[config.mk]
export PLATFORM = sky130hd
export DESIGN_NAME = strobe_seq
export DESIGN_NICKNAME = d
export VERILOG_FILES = /design/src/rtl/strobe_seq_pkg.sv /design/src/rtl/span_reload.sv /design/src/rtl/window_timer.sv /design/src/rtl/drop_tally.sv /design/src/rtl/strobe_seq.sv
export SDC_FILE = /design/constraint.sdc
export NUM_CORES = 1
export LEC_CHECK = 0
export BUFFER_PORTS_ARGS = -buffer_cell sky130_fd_sc_hd__buf_2
export CAP_MARGIN = 20
export CELL_PAD_IN_SITES_DETAIL_PLACEMENT = 1
export CELL_PAD_IN_SITES_GLOBAL_PLACEMENT = 1
export CORE_AREA = 2 2 89 91
export DETAILED_ROUTE_END_ITERATION = 7
export DIE_AREA = 0 0 91 93
export PLACE_DENSITY = 0.75
export SETUP_SLACK_MARGIN = 0.5
export SLEW_MARGIN = 20
export SYNTH_ARGS = -nofsm -noshare
export SYNTH_HDL_FRONTEND = slang
export SYNTH_HIERARCHICAL = 1
export SYNTH_SLANG_ARGS = --single-unit
[constraint.sdc]
create_clock -name clk -period 2.9 [get_ports clk]
set_input_delay 0.29 -clock clk [delete_from_list [all_inputs] [get_ports clk]]
set_output_delay 0.29 -clock clk [all_outputs]
set_load 0.05 [all_outputs]
[src/rtl/strobe_seq_pkg.sv]
package strobe_seq_pkg;
  typedef enum logic [1:0] {
    ST_IDLE = 2'd0,
    ST_OPEN = 2'd1,
    ST_GAP  = 2'd2
  } seq_state_t;
endpackage

[src/rtl/span_reload.sv]
// Turns a programmed span (cycles) into a down-counter reload value;
// a zero span is handled as a span of one.
module span_reload #(
  parameter int W = 16
) (
  input  logic [W-1:0] span,
  output logic [W-1:0] reload
);
  always_comb begin
    if (span == '0) reload = '0;
    else            reload = span - W'(1);
  end
endmodule

[src/rtl/window_timer.sv]
// Down counter; expired is high when the count has reached zero.
module window_timer #(
  parameter int W = 16
) (
  input  logic         clk,
  input  logic         rst,
  input  logic         load,
  input  logic [W-1:0] load_val,
  output logic         expired
);
  logic [W-1:0] cnt_q;

  always_ff @(posedge clk) begin
    if (rst)                cnt_q <= '0;
    else if (load)          cnt_q <= load_val;
    else if (cnt_q != '0)   cnt_q <= cnt_q - W'(1);
  end

  assign expired = (cnt_q == '0);
endmodule

[src/rtl/drop_tally.sv]
// Saturating event counter for refused triggers.
module drop_tally #(
  parameter int W = 16
) (
  input  logic         clk,
  input  logic         rst,
  input  logic         bump,
  output logic [W-1:0] count
);
  always_ff @(posedge clk) begin
    if (rst)                          count <= '0;
    else if (bump && (count != '1))   count <= count + W'(1);
  end
endmodule

[src/rtl/strobe_seq.sv]
module strobe_seq
  import strobe_seq_pkg::*;
#(
  parameter int CNT_W  = 16,
  parameter int DROP_W = 16
) (
  input  logic              clk,
  input  logic              rst,
  input  logic              enable,
  input  logic              cont_mode,
  input  logic              int_src,
  input  logic              ext_trig,
  input  logic [CNT_W-1:0]  strobe_len,
  input  logic [CNT_W-1:0]  gap_len,
  output logic              strobe,
  output logic              trig_ack,
  output logic [DROP_W-1:0] drop_count
);

  seq_state_t       state_q, state_d;
  logic             act_cont_q, act_int_q;
  logic [CNT_W-1:0] len_rl, gap_rl, t_val;
  logic             t_load, t_exp;
  logic             idle, req_int, act_internal;
  logic             start_idle, wrap, close_open, open_go, drop_bump;

  span_reload #(.W(CNT_W)) u_len_rl (.span(strobe_len), .reload(len_rl));
  span_reload #(.W(CNT_W)) u_gap_rl (.span(gap_len),    .reload(gap_rl));

  window_timer #(.W(CNT_W)) u_timer (
    .clk      (clk),
    .rst      (rst),
    .load     (t_load),
    .load_val (t_val),
    .expired  (t_exp)
  );

  drop_tally #(.W(DROP_W)) u_drops (
    .clk   (clk),
    .rst   (rst),
    .bump  (drop_bump),
    .count (drop_count)
  );

  always_comb begin
    idle         = (state_q == ST_IDLE);
    req_int      = cont_mode && int_src;
    act_internal = act_cont_q && act_int_q;
    // new window from idle: internal source needs no trigger
    start_idle   = idle && enable && (req_int || ext_trig);
    // internal source re-opens straight after the gap if nothing changed
    wrap         = (state_q == ST_GAP) && t_exp && act_internal &&
                   enable && req_int;
    close_open   = (state_q == ST_OPEN) && t_exp;
    open_go      = start_idle || wrap;
    t_load       = open_go || (close_open && act_cont_q);
    t_val        = open_go ? len_rl : gap_rl;
    drop_bump    = enable && ext_trig && !idle && !act_internal;

    state_d = state_q;
    unique case (state_q)
      ST_IDLE: if (start_idle) state_d = ST_OPEN;
      ST_OPEN: if (close_open) state_d = act_cont_q ? ST_GAP : ST_IDLE;
      ST_GAP:  if (t_exp)      state_d = wrap ? ST_OPEN : ST_IDLE;
      default: state_d = ST_IDLE;
    endcase
  end

  always_ff @(posedge clk) begin
    if (rst) begin
      state_q    <= ST_IDLE;
      act_cont_q <= 1'b0;
      act_int_q  <= 1'b0;
      strobe     <= 1'b0;
      trig_ack   <= 1'b0;
    end else begin
      state_q  <= state_d;
      strobe   <= (state_d == ST_OPEN);
      trig_ack <= open_go;
      if (idle) begin
        act_cont_q <= cont_mode;
        act_int_q  <= int_src;
      end
    end
  end

endmodule

# Word-level counts from Yosys, hierarchy flattened
# Cells that the tools add are included.
[op_classes] n_addsub=4 n_eq_ne=4 n_mux=11 reduce_logical=25
[ops] op="16-bit two-way mux" count=5
[ops] op="16-bit logical NOT" count=3
[ops] op="16-bit by 1-bit subtractor with 16-bit output, second input constant" count=3
[ops] op="16-bit by 1-bit adder with 16-bit output, second input constant" count=1
[ops] op="16-bit inequality test, second input constant" count=1
[ops] op="16-bit nonzero test" count=1
[ops] op="1-bit logical AND" count=14
[ops] op="2-bit two-way mux" count=4
[ops] op="2-bit case mux with 3 select lines" count=1
[ops] op="2-bit by 1-bit == test with 1-bit output, second input constant" count=2
[ops] op="1-bit logical OR" count=3
[ops] op="2-bit == test, second input constant" count=1
[ops] op="1-bit logical NOT" count=2
[ops] op="2-bit logical NOT" count=1
[ops] op="2-bit nonzero test" count=1
[ops] op="1-bit two-way mux" count=1
[word_totals] ff_bits=38 input_bits=38 out_inout_bits=18 elab_cells=51

# Depth between registers and ports, before layout
# Gate-level depths: netlist of run 1.
[logic_depth] ltp_word=9 ltp_mapped=11 mapped_depth_nobuf=11

# Cells and area by module
# Netlist of run 1, hierarchy kept.
[by_module_without_submodules] module="window_timer" instances=1 cells_each=112 area_per_inst_um2=902.1 seq_area_each_um2=320.3
[by_module_without_submodules] module="drop_tally" instances=1 cells_each=99 area_per_inst_um2=848.3 seq_area_each_um2=320.3
[by_module_without_submodules] module="span_reload" instances=2 cells_each=57 area_per_inst_um2=405.4 seq_area_each_um2=0.0
[by_module_without_submodules] module="strobe_seq" instances=1 cells_each=48 area_per_inst_um2=511.7 seq_area_each_um2=120.1

# Worst setup path after synthesis of run 1
# OpenSTA, ideal clock, no wires.
[synth_timing] path_kind="register -> register" start="register u_timer.cnt_q[0]" end="register u_timer.cnt_q[15]" setup_time_ns=0.122 arrival_time_ns=2.286 required_ns=2.778 setup_slack_ns=0.492 path_stages_with_launch=11 path_buffers=0 period_less_slack_ns=2.408 path_cell_list="dfxtp_1 -> inv_1 -> ha_1 -> nor2b_1 -> nand3_1 -> nor2_1 -> a31oi_4 -> mux2_2 -> mux2i_1 -> a211oi_1 -> a311o_1"
[synth_via] elab_chain_cells=8 elab_cells_between_ends=15 cone_classes="add/sub (1); mux (3); reduce/logical (11)"
[synth_rtl] item="from (decl)" line="window_timer.sv:11" rtl="logic [W-1:0] cnt_q;"
[synth_rtl] item="from (signal assigned)" line="window_timer.sv:15" rtl="else if (load) cnt_q <= load_val;"
[synth_rtl] item="from (signal assigned)" line="window_timer.sv:16" rtl="else if (cnt_q != '0) cnt_q <= cnt_q - W'(1);"
[synth_rtl] item="16-bit logical NOT" line="window_timer.sv:19" rtl="assign expired = (cnt_q == '0);"
[synth_rtl] item="named net t_exp" line="strobe_seq.sv:23" rtl="logic t_load, t_exp;"
[synth_rtl] item="1-bit logical AND (3 in a row)" line="strobe_seq.sv:52" rtl="wrap = (state_q == ST_GAP) && t_exp && act_internal &&"
[synth_rtl] item="1-bit logical AND" line="strobe_seq.sv:53" rtl="enable && req_int;"
[synth_rtl] item="1-bit logical OR" line="strobe_seq.sv:55" rtl="open_go = start_idle || wrap;"
[synth_rtl] item="16-bit two-way mux" line="strobe_seq.sv:57" rtl="t_val = open_go ? len_rl : gap_rl;"
[synth_rtl] item="named net t_val[15]" line="strobe_seq.sv:22" rtl="logic [CNT_W-1:0] len_rl, gap_rl, t_val;"
[synth_rtl] item="16-bit two-way mux" line="window_timer.sv:15"
# The timed path passes the listed nets, and every way through them passes these cells. The select of a mux whose other input is x is not followed.
# A chain may end at the register's enable or synchronous reset.

# Final worst setup path of run 1
[layout_timing] start="register u_timer.cnt_q[1]" end="register u_timer.cnt_q[15]"
[layout_via] elab_chain_cells=8 elab_cells_between_ends=15 cone_classes="add/sub (1); mux (3); reduce/logical (11)"
[layout_rtl] item="16-bit logical NOT *" line="window_timer.sv:19"
[layout_rtl] item="named net t_exp" line="strobe_seq.sv:23"
[layout_rtl] item="1-bit logical AND (3 in a row)" line="strobe_seq.sv:52"
[layout_rtl] item="1-bit logical AND" line="strobe_seq.sv:53"
[layout_rtl] item="1-bit logical OR" line="strobe_seq.sv:55"
[layout_rtl] item="1-bit logical OR *" line="strobe_seq.sv:56" rtl="t_load = open_go || (close_open && act_cont_q);"
[layout_rtl] item="named net t_load" line="strobe_seq.sv:23"
[layout_rtl] item="16-bit two-way mux / 2-bit nonzero test (equally long branches)"
# Mark *: on every way through the listed nets, which the timed path passes. The rest lies on a longest branch. The select of a mux whose other input is x is not followed.

==> metrics.md, run 1 <==
| Metric | Value |
|---|---|
| Result of the run | finished, final reports clean |
| Post-synthesis instance total | approximately 370 |
| Count of unique library cells instantiated by Yosys | 56 |
| DRC | 0 |
| Length of the first detailed-routing pass in iterations | 4 |
| Number of buffers inserted by port buffering | 55 |
| Most Used Layer, Global Route | met2 |
| Max Fclk | 438.1 MHz |
| X dimension of the die | between 90 and 100 um |
| CTS tree | yes |
| Die H | ~93 um |
| Crit path DAT | ~2.5 ns |
| Largest cells by area after synthesis | dfxtp_1 (25%), xor2_1 (6.3%), nor2_1 (5.9%), mux2_2 (4.4%), nand2_1 (3.9%) |
| Clock buffers created by TritonCTS | 5 |
| Net count after synthesis | ~420 |
| Yosys warning count | 6 |
| Number of H-tree levels | 2 |
| Share of post-route cells with drive strength above 1 | 29.61% |
| Grt ovf | 0 |
| Required time worst endpoint | 3.08 ns |
| CTS sink count | 38 |
| Detailed-route wire length per cell | 15.87 um |
| Cell area after layout | 3685 um^2 |
| RSZ-0062 raised after global routing | no |
| Area inside the core boundary | 7527 um^2 |
| FP Rows | 32 |
| Number of flops mapped to enable cells by yosys | 0 |
| Area delta synth->final | 19.91% |
| Max-slew violation count | 0 |
| Hold buffer count at cts | 0 |
| Initial standard-cell utilization of the core | about 40% |
| Post-synthesis sequential area ratio | between 20 and 25% |
| Vias per cell | roughly 5.5 |
| Antenna diodes | 0 |
| Measured slew at the worst slew-check pin | 0.6472 ns |
| HPWL after detailed placement | between 6000 and 7000 um |
| GPL Wtd Cong | ~0.87 |
| Final number of setup-violating endpoints | 0 |
| Maximum resistive drop on vdd | between 200 and 300 uV |
| Min-Delay Path Class | primary input to flip-flop |
| Share of flip-flops with an asynchronous set or reset after synthesis | 0% |
| First-pass GRT wire length | between 10000 and 15000 um |
| Leading register cell type out of synthesis | dfxtp_1 |
| Dpl cell area | 3496 um^2 |
| Violation count after the first detailed-routing iteration | between 100 and 150 |
| Areal power density over the cells | 625.9 nW/um^2 |
| Final-layout setup total negative slack | 0 ns |
| GR Util All Layers | around a fifth |
| Clk_lat worst skew | approximately 0.30 ns |
| Yosys top cell by area | dfxtp_1 |
| Fill cell instance count of the final layout | just under 1000 |
| Total detailed-routing wirelength | ~8600 um |
| Met1 Usage GRT | a little under a quarter |
| Mapped Avg Cell Area | between 8 and 9 um^2 |
| Vias after detailed routing | ~3000 |
| Final cell count without fillers | about 540 |
| Pin count of the biggest net entering global routing | 31 |
| Leakage | roughly 1.4 nW |
| Number of I/O pins | 56 |
| Max Cap Viol | 0 |
| Slew margin rel. | a little under three fifths |
| Type of element capturing the critical path | flip-flop |
| ANT nets after route | 0 |
| Critical Path Fanout Max | 5 |
| Total count of hold-check failures in the final report | 0 |
| FF+latch count, synth | 38 |
| Setup crit start kind | flip-flop |
| Net count reported at finish | 480 |
| Post-layout min period | about 2.3 ns |
| Cell total after placement | roughly 530 |
| Maximum number of buffers from clock root to sink | 2 |
| GR Layer Usage met2 | about 37% |
| Root buffer cell | clkbuf_8 |
| Met3 track demand over resource in global routing | 2.820% |
| Start-to-end type of the worst setup path | flip-flop to flip-flop |
| Post-route clock period utilization | approximately four fifths |
| Design Power | between 0.002 and 0.0025 W |
| Netlist area before placement | between 3000 and 4000 um^2 |
| Clock transition at path regs | approximately 0.080 ns |
| Number of antenna violations at the first check in global routing | 0 |
| Full die area | roughly 8500 um^2 |
| Clock Skew | about 0.012 ns |
| Post-synth top area share | approximately a quarter |
| Number of global-route vias before repair | roughly 3000 |
worst paths after layout:
path	depth (start not counted)	start	to	slack, ns
worst min-delay path	3	int_src	act_int_q	0.25
worst min register to register	2	act_int_q	act_int_q	0.51
worst max register to register	10	u_timer/cnt_q[1]	u_timer/cnt_q[15]	0.62
worst max-delay path	10	u_timer/cnt_q[1]	u_timer/cnt_q[15]	0.62
metal layers:
layer	vias to the layer above	wire, um
met5	-	0
met4	0	129
met3	11	189
li1	1500	-
met1	1445	3917
met2	46	4348
cells in the mapped netlist (2+ instances only):
cell type and number:
nand2b_1 5, and4_1 3, o31a_1 3, nand4b_1 6
nor3_4 2, buf_6 2, mux2i_1 4, nor2b_1 4
nor4_2 4, mux2_4 7, clkbuf_1 5, nand4_1 10
or4_1 7, a22oi_1 2, a21oi_1 20, nor4b_1 2
o21ai_0 22, nor4bb_1 2, or3_1 5, xnor2_1 11
inv_1 10, nand2_1 32, mux2_2 12, xor2_1 22
o31ai_1 8, nor2_1 48, a211oi_1 2, nor4_1 4
nor3_1 17, nor4_4 4, a221oi_1 2, nor2_2 4
or4_4 2, nand4_2 3, dfxtp_1 38, ha_1 4
buf_2 2, nand3_1 14, nor3b_4 2
placed cells by master, fill, tap and decap left out, types with 6 or more instances in the layout:
| master | instances |
|---|---|
| a21oi_1 | 20 |
| mux2_2 | 12 |
| inv_1 | 10 |
| nor2_1 | 47 |
| or4_1 | 7 |
| xnor2_1 | 11 |
| nand4b_1 | 6 |
| nand2_1 | 31 |
| o31ai_1 | 8 |
| buf_4 | 14 |
| nand4_1 | 10 |
| mux2_4 | 7 |
| buf_2 | 55 |
| nor3_1 | 17 |
| dfxtp_1 | 37 |
| xor2_1 | 22 |
| nand3_1 | 13 |
| o21ai_0 | 22 |
registers in the layout, indices dropped and copies added, names as in the netlist:
signal,cells
act_cont_q,1
act_int_q,1
state_q,2
strobe,1
trig_ack,1
u_drops/count,16
u_timer/cnt_q,16
metrics by stage:
| step | utilization (%) | hold WS, ns | setup slack [ns] |
|---|---|---|---|
| after floorplan | - | 0.3591 | 0.5693 |
| after global placement | 46.44 | 0.5004 | 0.4670 |
| after detailed placement | 46.44 | 0.5036 | 0.3653 |
| after CTS | 48.39 | 0.2426 | 0.5095 |
| after global routing | 48.95 | 0.2581 | 0.4808 |
| final | 48.95 | 0.2488 | 0.6176 |
logic make-up after synthesis:
| family | share of synthesized area, % |
|---|---|
| adder cells (fa/ha/maj) | 1.629 |
| multiplexers | 9.121 |
| AND/OR/NAND/NOR | 37.46 |
| XOR/XNOR | 9.405 |
| buffers and inverters | 3.827 |
| flip-flops | 24.76 |
| AO/OA/AOI/OAI | 13.80 |
worst max-delay path, stage by stage (launching register included):
cell and delay [ns]:
dfxtp_1 0.34, inv_1 0.09, ha_2 0.23, nor2b_2 0.21, nand3_2 0.14, nor2_4 0.18
o211ai_1 0.10, nand2b_1 0.24, mux2i_1 0.25, a211oi_1 0.07, a311o_1 0.32
layout make-up:
type / instances / area (um^2) / area share [%]
clock inverter: 3 / 68.82 / 1.868
timing repair buffer: 70 / 391.6 / 10.63
sequential: 38 / 762.0 / 20.68
inverter: 10 / 37.54 / 1.019
multi-input combinational: 313 / 2228 / 60.48
tap: 102 / 127.6 / 3.463
clock buffer: 5 / 68.82 / 1.868
power breakdown:
part | internal (W) | switching, W
clock network | 0.000345 | 0.000207
registers | 0.000630 | 0.000150
logic | 0.000440 | 0.000535
total | 0.00141 | 0.000892
what timing repair did:
| action | CTS | global route |
|---|---|---|
| setup buffers | 0 | 2 |
| pin swaps | 0 | 2 |
| endpoints found under the setup margin | 9 | 16 |
| gates resized for setup | 3 | 7 |
Note: power is estimated with default switching activity, not from simulation.
==> run 2, diff against run 1 <==
--- a/config.mk
+++ b/config.mk
@@ -5,14 +5,15 @@
 export SDC_FILE = /design/constraint.sdc
 export NUM_CORES = 1
 export LEC_CHECK = 0
+export ABC_AREA = 1
 export BUFFER_PORTS_ARGS = -buffer_cell sky130_fd_sc_hd__buf_2
 export CAP_MARGIN = 20
 export CELL_PAD_IN_SITES_DETAIL_PLACEMENT = 1
 export CELL_PAD_IN_SITES_GLOBAL_PLACEMENT = 1
-export CORE_AREA = 2 2 89 91
+export CORE_AREA = 2 2 100 102
 export DETAILED_ROUTE_END_ITERATION = 7
-export DIE_AREA = 0 0 91 93
-export PLACE_DENSITY = 0.75
+export DIE_AREA = 0 0 102 104
+export PLACE_DENSITY = 0.76
 export SETUP_SLACK_MARGIN = 0.5
 export SLEW_MARGIN = 20
 export SYNTH_ARGS = -nofsm -noshare
==> constraint.sdc (replaced) <==
create_clock -name clk -period 2.3 [get_ports clk]
set_input_delay 0.23 -clock clk [delete_from_list [all_inputs] [get_ports clk]]
set_output_delay 0.23 -clock clk [all_outputs]
set_load 0.05 [all_outputs]
==> run 2 against run 1 <==
Effect of this change: critical path depth up 9; die area grew 25%; first-iteration DRC count grew 44%; clock power grew 32%; synthesized cell count up 70%; critical endpoint is now u_timer/cnt_q[11]; via count increased by 39%.
==> metrics.md, run 2 <==
| Metric | Value |
|---|---|
| Total count of hold-check failures in the final report | 0 (unchanged) |
| Largest cells by area after synthesis | nand2_1 (21%), dfxtp_1 (21%), nor2_1 (12%), nand3_1 (8.4%), nor2_2 (6.8%) |
| FF+latch count, synth | 38 (unchanged) |
| Number of flops mapped to enable cells by yosys | 0 (unchanged) |
| Clk_lat worst skew | 0.30 ns (about the same) |
| Root buffer cell | clkbuf_8 |
| Required time worst endpoint | 2.47 ns (-0.61 ns) |
| Source of the critical timing path | u_timer/cnt_q[1] |
| Routed met1 length | 5065 um (+29%) |
| FP Rows | 36 (+13%) |
| DRC | 0 (unchanged) |
| Most common cell after layout, fill and taps aside | nand2_1 |
| CP Cell Sequence | inv_4 > ha_4 > nand2_8 > nor2_8 > nand4_4 > inv_2 > nand2_2 > nor2_4 > nand2_4 > nand2_4 > inv_4 > nand2_4 > buf_12 > inv_8 > buf_8 > nand3_2 > nand2_1 > nand2_1 > nor2_1 |
| Combinational share of power | 57.4% (+15 points) |
| Total detailed-routing wirelength | 12610 um (+47%) |
| Vias after detailed routing | 4174 (+39%) |
| Post-synthesis sequential area ratio | 20.58% (-4.2 points) |
| Cell total after placement | 816 (+54%) |
| Antenna diodes | 0 (unchanged) |
| Pin count of the biggest net entering global routing | 21 (-32%) |
| Post-route clock period utilization | 91.01% (+12 points) |
| CTS sink count | 38 (unchanged) |
| Clock buffers created by TritonCTS | 5 (unchanged) |
| Number of global-route vias before repair | 4277 (+42%) |
| Leading register cell type out of synthesis | dfxtp_1 |
| Yosys top cell by area | nand2_1 |
| HPWL after detailed placement | 8813 um (+36%) |
| Mapped Avg Cell Area | 5.832 um^2 (-29%) |
| Max Cap Viol | 0 (unchanged) |
| Die H | 104 um (+12%) |
| Final-layout setup total negative slack | 0 ns (unchanged) |
| Critical Path Fanout Max | 6 (+1) |
| Clock network fraction of total power | 18.3% (-5.6 points) |
| Fill cell instance count of the final layout | 1349 (+37%) |
| Number of antenna violations at the first check in global routing | 0 (unchanged) |
| Maximum resistive drop on vdd | 403.4 uV (+36%) |
| X dimension of the die | 102 um (+12%) |
| Count of unique library cells instantiated by Yosys | 33 (-41%) |
| Hold buffer count at cts | 0 (unchanged) |
| Number of buffers inserted by port buffering | 55 (unchanged) |
| WP buf/inv | 6 (+5) |
| Net count reported at finish | 754 (+57%) |
| Top layer in use | met4 |
| Setup slack, reg-to-reg | 0.21 ns (-0.41 ns) |
| Detailed-route wire length per cell | 14.90 um (-6.1%) |
| Areal power density over the cells | 845.8 nW/um^2 (+35%) |
| Max-slew violation count | 0 (unchanged) |
| Levels on crit path | 19 (+9) |
| Part of the power in registers | 24.3% (-9.5 points) |
| Standard cell with the maximum stage delay on the critical path | dfxtp_4 |
| Maximum number of buffers from clock root to sink | 2 (unchanged) |
| Met2 routed wirelength | 6748 um (+55%) |
| Vias per cell | 4.934 (-11%) |
| Leakage | 2.323 nW (+62%) |
| Cell internal pwr | 0.002125 W (+50%) |
| Clock transition at path regs | 0.09 ns (about the same) |
| Commonest non-fill, non-tap cells in the layout | nand2_1 (185), nor2_1 (114), nand3_1 (57), buf_2 (55), inv_1 (53) |
| Yosys warning count | 6 (unchanged) |
| Crit path DAT | 2.27 ns (-0.20 ns) |
| RSZ-0062 raised after global routing | yes |
| Result of the run | finished, final reports clean |
| Met3 Routed Length | 287 um (+52%) |
| Crit Reg-Reg Endpoint | u_timer/cnt_q[11] |
| Slew margin rel. | 63.52% (+7.2 points) |
| Most common cell in the synthesized netlist | nand2_1 |
| Startpoint of the worst-slack reg-to-reg timing path | u_timer/cnt_q[1] |
| GR Util All Layers | 23.31% (+3.5 points) |
| Initial standard-cell utilization of the core | 38.72% (-2.1 points) |
| Grt ovf | 0 (unchanged) |
| CTS tree | yes |
| Regs by FF count | u_drops/count: 16 flops, u_timer/cnt_q: 16 flops, state_q: 2 flops |
| First-pass GRT wire length | 19960 um (+45%) |
| Violation count after the first detailed-routing iteration | 160 (+44%) |
| Start-to-end type of the worst setup path | flip-flop to flip-flop |
| Most frequent cells after synthesis | nand2_1 (205), nor2_1 (120), nand3_1 (62), inv_1 (59), nor2_2 (40) |
| Measured slew at the worst slew-check pin | 0.5467 ns (-0.1005 ns) |
| Sw power | 0.001840 W (+110%) |
| Area delta synth->final | 26.77% |
| CP top delay family | simple AND/OR/NAND/NOR gates |
| Post-synth top area share | 20.81% (-3.9 points) |
| Share of flip-flops with an asynchronous set or reset after synthesis | 0% (unchanged) |
| Type of element capturing the critical path | flip-flop |
| Count of cells along the worst register-to-register path | 19 (+9) |
| Net count after synthesis | 676 (+63%) |
| Number of I/O pins | 56 (unchanged) |
| Share of post-route cells with drive strength above 1 | 31.56% (+1.9 points) |
| Final cell count without fillers | 846 (+56%) |
| Stage delay of the slowest cell on the critical path | 0.37 ns (+0.03 ns) |
| Post-layout min period | 2.093 ns (-0.1891 ns) |
| Min-Delay Path Class | primary input to flip-flop |
| Area inside the core boundary | 9549 um^2 (+27%) |
| Post-synthesis instance total | 634 (+70%) |
| Final number of setup-violating endpoints | 0 (unchanged) |
| Netlist area before placement | 3697 um^2 (+20%) |
| Clock Skew | 0.009358 ns (-0.002579 ns) |
| Crit path capture | u_timer/cnt_q[11] |
| Final-layout worst hold slack | 0.1698 ns (-0.07905 ns) |
| Full die area | 10610 um^2 (+25%) |
| Number of H-tree levels | 2 (unchanged) |
| Net switching share of the total power | 46.41% (+7.7 points) |
| ANT nets after route | 0 (unchanged) |
| Max Fclk | 477.7 MHz (+9.0%) |
| Length of the first detailed-routing pass in iterations | 4 (unchanged) |
| GPL Wtd Cong | 0.8673 (-0.41%) |
| Setup crit start kind | flip-flop |
| Cell type with the highest occurrence count on the critical path | nand2_4 |
run 2: cell types whose count changed in the layout (fill, tap and decap cells not counted), sizes merged, moves of 12 or more:
cell / change
mux2: -19
nor2: +125
o21ai: -14
xor2: -16
nor4: -12
nand3: +50
nor3: -17
nand2: +186
inv: +58
run 2: tightest hold or removal path: cells and delay by family:
kind | cells | cell delay (ns)
buffers and inverters | 1 | 0.09
and+or+nand+nor | 2 | 0.12
run 2: final cells by class:
cell class	count	area (um^2)	share of cell area [%]
sequential	38	773.2	16.50
clock inverter	2	60.06	1.281
clock buffer	6	82.58	1.762
timing repair buffer	81	553.0	11.80
tap	133	166.4	3.550
multi-input combinational	518	2781	59.34
inverter	68	270.3	5.766
run 2: how the worst min path moves through the flow:
stage	start	end	slack, ns	cells after the start
finish	int_src	act_int_q	0.17	3
global route	cont_mode	act_cont_q	0.18	3
floorplan	rst	u_timer/cnt_q[0]	0.29	1
CTS	int_src	act_int_q	0.17	3
global placement	cont_mode	act_cont_q	0.47	3
detailed placement	int_src	act_int_q	0.49	3
run 2: timing repair:
| item | in CTS | in global routing |
|---|---|---|
| resized for setup | 49 | 24 |
| cloned | 1 | 0 |
| endpoints found under the setup margin | 18 | 22 |
| buffers inserted | 13 | 8 |
| pin swaps | 21 | 7 |
run 2: power by group through the flow:
stage,clock (W),sequential (W),combinational (W)
6_report,0.000727,0.000962,0.00228
5_1_grt,0.000774,0.000979,0.00246
4_1_cts,0.000741,0.000941,0.00196
3_5_place_dp,0,0.000941,0.00165
3_3_place_gp,0,0.000934,0.00161
2_1_floorplan,0,0.000917,0.00130
run 2: metal layers:
metal,GRT usage (%),up-vias
met5,0,-
met4,11.81,0
met3,2.352,35
met2,43.23,87
met1,25.52,1952
li1,-,2100
run 2: cells by family (layout without fill, tap and decap cells):
kind of cell / count (synthesis) / in the layout / share of synthesized area (%)
buffers and inverters: 78 / 157 / 9.340
AO/OA/AOI/OAI: 25 / 25 / 3.520
AND/OR/NAND/NOR: 471 / 471 / 60.95
adder cells (fa/ha/maj): 4 / 4 / 1.354
XOR/XNOR: 18 / 18 / 4.264
flip-flops: 38 / 38 / 20.58
run 2: stage by stage:
step | power (W) | worst slack (ns) | util, % | instance area [um^2]
after floorplan | 0.002213 | 0.2884 | - | 3745
after global placement | 0.002539 | 0.1786 | 43.08 | 4114
after detailed placement | 0.002591 | 0.08483 | 43.08 | 4114
after CTS | 0.003638 | 0.3383 | 47.51 | 4537
after global routing | 0.004210 | 0.08895 | 49.08 | 4687
final | 0.003964 | 0.2067 | 49.08 | 4687
